[src/rtl/ftq_pkg.sv]
package ftq_pkg;

    // Action chosen by the lookahead walker for the current candidate
    typedef enum logic [1:0] {
        LA_IDLE  = 2'd0,   // nothing behind the head left to scan
        LA_OFFER = 2'd1,   // candidate offered on the prefetch port
        LA_SKIP  = 2'd2    // candidate repeats last issue, step over it
    } la_act_e;

endpackage

[src/rtl/ftq_store.sv]
module ftq_store #(
    parameter int DEPTH  = 16,
    parameter int PUSH_W = 2,
    parameter int ADDR_W = 32,
    localparam int PTR_W = $clog2(DEPTH),
    localparam int CNT_W = $clog2(DEPTH + 1),
    localparam int NUM_W = $clog2(PUSH_W + 1)
) (
    input  logic                     clk,
    input  logic                     rst_n,
    input  logic                     flush,
    input  logic [NUM_W-1:0]         push_num,
    input  logic [PUSH_W*ADDR_W-1:0] push_addr,
    output logic                     push_accept,
    input  logic                     pop_req,
    output logic                     pop_fire,
    output logic                     head_valid,
    output logic [ADDR_W-1:0]        head_addr,
    output logic [CNT_W-1:0]         occupancy,
    output logic [CNT_W-1:0]         free_slots,
    input  logic [CNT_W-1:0]         la_off,
    output logic [ADDR_W-1:0]        la_addr
);

    typedef struct packed {
        logic [PTR_W-1:0] rd;
        logic [PTR_W-1:0] wr;
        logic [CNT_W-1:0] count;
    } store_st_t;

    store_st_t         st_d, st_q;
    logic [ADDR_W-1:0] mem_d [DEPTH];
    logic [ADDR_W-1:0] mem_q [DEPTH];
    logic [ADDR_W-1:0] lane_addr [PUSH_W];
    logic [CNT_W-1:0]  free_w;
    logic              push_ok;
    logic              pop_ok;

    for (genvar g = 0; g < PUSH_W; g++) begin : g_lane
        assign lane_addr[g] = push_addr[g*ADDR_W +: ADDR_W];
    end

    always_comb begin
        free_w  = CNT_W'(DEPTH) - st_q.count;
        push_ok = !flush && (push_num != '0) && (int'(push_num) <= PUSH_W)
                  && (CNT_W'(push_num) <= free_w);
        pop_ok  = !flush && pop_req && (st_q.count != '0);
        st_d    = st_q;
        mem_d   = mem_q;
        if (flush) begin
            st_d = '0;
        end else begin
            if (push_ok) begin
                for (int i = 0; i < PUSH_W; i++) begin
                    if (i < int'(push_num)) begin
                        mem_d[PTR_W'(st_q.wr + PTR_W'(i))] = lane_addr[i];
                    end
                end
                st_d.wr = st_q.wr + PTR_W'(push_num);
            end
            if (pop_ok) begin
                st_d.rd = st_q.rd + PTR_W'(1);
            end
            st_d.count = st_q.count
                         + (push_ok ? CNT_W'(push_num) : CNT_W'(0))
                         - (pop_ok  ? CNT_W'(1)        : CNT_W'(0));
        end
    end

    always_ff @(posedge clk) begin
        if (!rst_n) begin
            st_q <= '0;
            for (int i = 0; i < DEPTH; i++) begin
                mem_q[i] <= '0;
            end
        end else begin
            st_q  <= st_d;
            mem_q <= mem_d;
        end
    end

    assign push_accept = push_ok;
    assign pop_fire    = pop_ok;
    assign head_valid  = (st_q.count != '0);
    assign head_addr   = mem_q[st_q.rd];
    assign occupancy   = st_q.count;
    assign free_slots  = free_w;
    assign la_addr     = mem_q[PTR_W'(st_q.rd + PTR_W'(la_off))];

    // never more entries than storage
    a_r3_no_overflow: assert property (@(posedge clk) disable iff (!rst_n)
        occupancy <= CNT_W'(DEPTH));

    // at most one address leaves per cycle
    a_r4_one_pop: assert property (@(posedge clk) disable iff (!rst_n)
        !flush |=> (occupancy + CNT_W'(1) >= $past(occupancy)));

    // flush leaves an empty queue
    a_r8_flush_clears: assert property (@(posedge clk) disable iff (!rst_n)
        flush |=> (occupancy == '0) && !head_valid);

    // head held while the cache does not take it
    a_r5_head_hold: assert property (@(posedge clk) disable iff (!rst_n)
        (head_valid && !pop_req && !flush) |=> head_valid && $stable(head_addr));

endmodule

[src/rtl/ftq_lookahead.sv]
module ftq_lookahead
    import ftq_pkg::*;
#(
    parameter int DEPTH  = 16,
    parameter int ADDR_W = 32,
    localparam int CNT_W = $clog2(DEPTH + 1)
) (
    input  logic              clk,
    input  logic              rst_n,
    input  logic              flush,
    input  logic [CNT_W-1:0]  occupancy,
    input  logic              pop_done,
    output logic [CNT_W-1:0]  la_off,
    input  logic [ADDR_W-1:0] la_addr,
    output logic              pf_valid,
    output logic [ADDR_W-1:0] pf_addr,
    input  logic              pf_ready
);

    typedef struct packed {
        logic [CNT_W-1:0]  off;       // distance of next candidate from head
        logic [ADDR_W-1:0] last_addr; // last prefetch issued
        logic              last_vld;
    } la_st_t;

    la_st_t           st_d, st_q;
    la_act_e          act;
    logic             cand;
    logic             dup;
    logic             adv;
    logic [CNT_W-1:0] nxt_off;

    always_comb begin
        cand = !flush && (st_q.off < occupancy);
        dup  = st_q.last_vld && (la_addr == st_q.last_addr);
        if (!cand) begin
            act = LA_IDLE;
        end else if (dup) begin
            act = LA_SKIP;
        end else begin
            act = LA_OFFER;
        end
        adv     = (act == LA_SKIP) || ((act == LA_OFFER) && pf_ready);
        nxt_off = st_q.off + (adv ? CNT_W'(1) : CNT_W'(0))
                           - (pop_done ? CNT_W'(1) : CNT_W'(0));
        if (nxt_off == '0) begin
            nxt_off = CNT_W'(1);
        end
        st_d = st_q;
        if (flush) begin
            st_d.off      = CNT_W'(1);
            st_d.last_vld = 1'b0;
        end else begin
            st_d.off = nxt_off;
            if ((act == LA_OFFER) && pf_ready) begin
                st_d.last_addr = la_addr;
                st_d.last_vld  = 1'b1;
            end
        end
    end

    always_ff @(posedge clk) begin
        if (!rst_n) begin
            st_q      <= '0;
            st_q.off  <= CNT_W'(1);
        end else begin
            st_q <= st_d;
        end
    end

    assign la_off   = st_q.off;
    assign pf_valid = (act == LA_OFFER);
    assign pf_addr  = la_addr;

    // only entries behind the head are offered
    a_r9_beyond_head: assert property (@(posedge clk) disable iff (!rst_n)
        pf_valid |-> (la_off >= CNT_W'(1)) && (la_off < occupancy));

    // two consecutive issues never carry the same address
    a_r10_no_repeat: assert property (@(posedge clk) disable iff (!rst_n || flush)
        (pf_valid && pf_ready) |=> !(pf_valid && pf_ready && (pf_addr == $past(pf_addr))));

endmodule

[src/rtl/fetch_target_queue.sv]
module fetch_target_queue #(
    parameter int DEPTH  = 16,
    parameter int PUSH_W = 2,
    parameter int ADDR_W = 32,
    localparam int CNT_W = $clog2(DEPTH + 1),
    localparam int NUM_W = $clog2(PUSH_W + 1)
) (
    input  logic                     clk,
    input  logic                     rst_n,
    input  logic                     flush,
    input  logic [NUM_W-1:0]         push_num,
    input  logic [PUSH_W*ADDR_W-1:0] push_addr,
    output logic                     push_accept,
    output logic                     head_valid,
    output logic [ADDR_W-1:0]        head_addr,
    input  logic                     head_take,
    output logic [CNT_W-1:0]         occupancy,
    output logic [CNT_W-1:0]         free_slots,
    output logic                     pf_valid,
    output logic [ADDR_W-1:0]        pf_addr,
    input  logic                     pf_ready
);

    logic [CNT_W-1:0]  la_off;
    logic [ADDR_W-1:0] la_addr;
    logic              pop_fire;

    ftq_store #(.DEPTH(DEPTH), .PUSH_W(PUSH_W), .ADDR_W(ADDR_W)) i_store (
        .clk         (clk),
        .rst_n       (rst_n),
        .flush       (flush),
        .push_num    (push_num),
        .push_addr   (push_addr),
        .push_accept (push_accept),
        .pop_req     (head_take),
        .pop_fire    (pop_fire),
        .head_valid  (head_valid),
        .head_addr   (head_addr),
        .occupancy   (occupancy),
        .free_slots  (free_slots),
        .la_off      (la_off),
        .la_addr     (la_addr)
    );

    ftq_lookahead #(.DEPTH(DEPTH), .ADDR_W(ADDR_W)) i_lookahead (
        .clk       (clk),
        .rst_n     (rst_n),
        .flush     (flush),
        .occupancy (occupancy),
        .pop_done  (pop_fire),
        .la_off    (la_off),
        .la_addr   (la_addr),
        .pf_valid  (pf_valid),
        .pf_addr   (pf_addr),
        .pf_ready  (pf_ready)
    );

endmodule

[config.mk]
export PLATFORM = sky130hd
export DESIGN_NAME = fetch_target_queue
export DESIGN_NICKNAME = d
export VERILOG_FILES = /design/src/rtl/ftq_pkg.sv /design/src/rtl/ftq_store.sv /design/src/rtl/ftq_lookahead.sv /design/src/rtl/fetch_target_queue.sv
export SDC_FILE = /design/constraint.sdc
export NUM_CORES = 2
export LEC_CHECK = 0
export BUFFER_PORTS_ARGS = -buffer_cell sky130_fd_sc_hd__buf_4
export CAP_MARGIN = 0
export CORE_ASPECT_RATIO = 0.6
export CORE_MARGIN = 1
export CORE_UTILIZATION = 55
export CTS_BUF_LIST = sky130_fd_sc_hd__clkbuf_16
export DETAILED_ROUTE_END_ITERATION = 6
export PLACE_DENSITY = 0.82
export SETUP_SLACK_MARGIN = 0.05
export SYNTH_ARGS = -nofsm -noshare
export SYNTH_HDL_FRONTEND = slang
export SYNTH_SLANG_ARGS = --single-unit
[constraint.sdc]
create_clock -name clk -period 11.7 [get_ports clk]
set_clock_uncertainty 0.2 [all_clocks]
set_input_delay 2.34 -clock clk [delete_from_list [all_inputs] [get_ports clk]]
set_output_delay 2.34 -clock clk [all_outputs]
set_load 0.02 [all_outputs]
==> run metrics <==
status=finished, violations left; failing checks=DRC; Routed WL per cell=between 30 and 40 um; Sw Pwr=around 2000 uW; Routed Antenna Nets=0; Achievable Freq=between 100 and 150 MHz; # IOs=148; EDFF count, synth=0; relative slew slack=0.176; root buffer cell=clkbuf_16; area occupied by multi-input gates=roughly 21000 um2; final wirelength=135000 um; clock power share=0.334; R2R depth=21; DR pass1 iterations=7; net count after synthesis=~3600; # fillers=~4900; clock slew at reported path FFs=about 0.07 ns; Crit. End Element=primary output; Sink Count=about 560; largest cells by area after synthesis=dfxtp_1 (33%), mux4_2 (18%), o211a_1 (12%), o22ai_1 (6.4%), mux2i_1 (5.8%); start point of the critical path=i_store.st_q[11]$_SDFFE_PP0P_; Worst Tran Pin Value=roughly 1.2 ns; portion of total power attributed to combinational logic=0.305; Final nets=between 3000 and 4000; Yosys warning count=0; Post-CTS Setup Bufs=0; Residual DRC=7; asr flop ratio synth=0; Critical Path RT=slightly above 9 ns; Syn Inst Count=between 3000 and 4000; startpoint types=flip-flop; post-synth top area share=0.328; CTS H-tree lvls=2; synthesized flop and latch total=around 560; Port Buffers=~150; Flop pwr share=0.361; Net Sw Frac=0.354; Synth area leader=dfxtp_1; Most used DFF post-synth=dfxtp_1; RSZ-0062 raised after global routing=no; initial drt markers=approximately 6900; layout cell share with drive strength beyond 1=0.191; final setup fails=0; R2R setup slack=about 3.8 ns; Max clock buf depth=3; via count=between 30000 and 40000; Avg Vias per Cell=roughly 7.7; endpoints failing hold=0; first-pass GRT wire length=a little under 200000 um; Crit Path Class=reg2out; crit-path max FO=36; largest net degree at the start of global routing=roughly 230; GRT Overall Usage=0.410; RR Endpoint=i_lookahead.la_off[0]$_SDFF_PP1_; RePlAce Congestion=around 1; internal power=~3600 uW; Unique masters post-synth=68; die extent in y=around 200 um; power per cell area=152 nW/um2; Clock Latency Late Sink=~0.65 ns; Core ar.=between 60000 and 70000 um2; MaxCap Viol Count=0; Initial Util=0.560; peak supply drop=0.000115 V; static leakage=0.0175 uW; hold buffers post-CTS=0; worst r2r src=i_store.st_q[11]$_SDFFE_PP0P_; Avg Synthesized Cell Area=9.79 um2; final slew viol count=0; Die W=around 320 um; Layout Utilization=0.606; worst min path class=reg2reg; Die Area=between 60000 and 70000 um2; detailed placement HPWL=74800 um; post-route minimum period=about 9.2 ns; Tcrit/Tclk final=0.788; total gr overflow=0; TritonCTS clock tree=built; register area=around 11000 um2; synthesized area=34400 um2; Rows=70; setup TNS=0 ns; sequential area share after synthesis=0.328; vias in the first global route=between 30000 and 40000; crit path capture=pf_valid; Num CTS Buffers=52; initial antenna violation count=10; Critical Path AT=approximately 6.7 ns; cts repair resizes=0; P&R area growth vs syn=8.18%
==> critical path, cell delays in order, from the launching register on <==
cell,delay [ns]
dfxtp_2,0.32
buf_4,0.70
ha_1,0.49
xor2_4,0.84
buf_4,0.72
mux4_2,0.40
mux2i_1,0.36
xnor2_1,0.24
mux2i_1,0.23
nand4_1,0.18
or4_1,0.60
nor3_1,0.48
nor2b_1,0.21
buf_4,0.21
==> routing by layer <==
metal | vias to the layer above | wire, um | global-route usage
met5 | - | 108 | 0.00600
met4 | 8 | 7930 | 0.197
met3 | 763 | 28800 | 0.230
met2 | 3295 | 51400 | 0.533
met1 | 15300 | 46800 | 0.541
li1 | 12800 | - | -
==> power by group through the flow <==
stage,Clock (uW),Combinational (uW),Sequential (uW)
3_3_place_gp,0,1620,2070
4_1_cts,1850,1650,2030
5_1_grt,1940,1770,2040
2_1_floorplan,0,1200,2040
6_report,1880,1720,2030
3_5_place_dp,0,1640,2080
==> cell families (layout without fill, tap and decap cells) <==
logic type | Yosys count | count (layout) | synth area share
flops | 563 | 563 | 0.328
buf+inv | 518 | 343 | 0.0653
fa+ha+maj | 30 | 30 | 0.0118
compound gates | 1029 | 1029 | 0.233
xor+xnor | 66 | 66 | 0.0190
mux | 478 | 478 | 0.241
simple gates | 824 | 824 | 0.102
other cells | 0 | 10 | 0
==> layout by cell type (no fill, tap or decap), types with 3 or more instances in the layout <==
cell type and n:
o211a_1 414, a31oi_1 4, xor2_4 3, a21o_1 5, clkbuf_16 56, a22oi_1 96
mux4_2 271, and2_1 4, o21ai_4 3, diode_2 10, buf_12 4, buf_4 211
fa_1 3, nor2_1 129, xnor2_1 36, a21oi_4 13, o22ai_1 352, nand2_1 495
clkinv_1 9, nand3_1 28, xor2_1 22, mux4_1 5, nand3_2 7, nor2b_1 102
nor3_2 3, o21ai_0 9, nor3_1 11, nand4_1 12, dfxtp_4 3, dfxtp_1 559
bufinv_16 8, ha_1 25, a21oi_1 111, nand2_2 15, clkinv_2 10, inv_1 38
mux2i_1 199
==> synthesized netlist by cell type, types with 3 or more instances <==
| master | instances |
|---|---|
| a31oi_1 | 4 |
| nor2b_1 | 102 |
| o211a_1 | 414 |
| o22ai_1 | 352 |
| nor3_1 | 13 |
| o21ai_1 | 3 |
| nand2_1 | 510 |
| and2_1 | 4 |
| clkbuf_8 | 7 |
| a21o_1 | 5 |
| nor2_1 | 131 |
| buf_6 | 13 |
| xnor2_1 | 36 |
| a21oi_1 | 124 |
| inv_1 | 29 |
| dfxtp_1 | 563 |
| mux4_1 | 5 |
| xor2_1 | 23 |
| buf_4 | 12 |
| buf_1 | 59 |
| o21ai_0 | 9 |
| ha_1 | 26 |
| nand4_1 | 12 |
| buf_12 | 3 |
| buf_2 | 18 |
| a22oi_1 | 96 |
| clkbuf_1 | 372 |
| xor2_2 | 3 |
| fa_1 | 4 |
| mux2i_1 | 199 |
| mux4_2 | 271 |
| nand3_1 | 36 |
==> state kept, by name, indices dropped and copies added, names as in the netlist <==
signal,flops
i_lookahead.la_off,5
i_lookahead.st_q,33
i_store.mem_q,512
i_store.occupancy,5
i_store.st_q,8
==> cell type report <==
cell class                 count  area share
tap                          828      0.0279
timing repair buffer         216      0.0452
antenna                       10    0.000673
clock inverter                40      0.0107
inverter                      31     0.00333
multi-input combinational   2427       0.571
clock buffer                  56      0.0377
sequential                   563       0.304
==> stage by stage <==
stage / hold WS, ns / area (um2) / setup WS (ns) / total power [uW] / std cells
2_1_floorplan: 0.244 / 34400 / 5.14 / 3250 / 3508
3_3_place_gp: 0.254 / 35300 / 3.60 / 3700 / 4065
3_5_place_dp: 0.259 / 35300 / 3.55 / 3720 / 4065
4_1_cts: 0.275 / 37100 / 2.88 / 5540 / 4161
5_1_grt: 0.286 / 37100 / 2.67 / 5740 / 4166
6_report: 0.274 / 37200 / 2.47 / 5630 / 4171
==> worst min-delay path by stage <==
stage                                      start                                end  slack [ns]  depth (start not counted)
2_1_floorplan  i_lookahead.st_q[13]$_SDFFE_PN0P_  i_lookahead.st_q[13]$_SDFFE_PN0P_        0.24                          2
3_3_place_gp   i_lookahead.st_q[23]$_SDFFE_PN0P_  i_lookahead.st_q[23]$_SDFFE_PN0P_        0.25                          2
3_5_place_dp   i_lookahead.st_q[12]$_SDFFE_PN0P_  i_lookahead.st_q[12]$_SDFFE_PN0P_        0.26                          2
4_1_cts        i_lookahead.st_q[12]$_SDFFE_PN0P_  i_lookahead.st_q[12]$_SDFFE_PN0P_        0.27                          2
5_1_grt        i_lookahead.st_q[12]$_SDFFE_PN0P_  i_lookahead.st_q[12]$_SDFFE_PN0P_        0.29                          2
6_report       i_lookahead.st_q[12]$_SDFFE_PN0P_  i_lookahead.st_q[12]$_SDFFE_PN0P_        0.27                          2
Power figures use the tool's default switching activity.
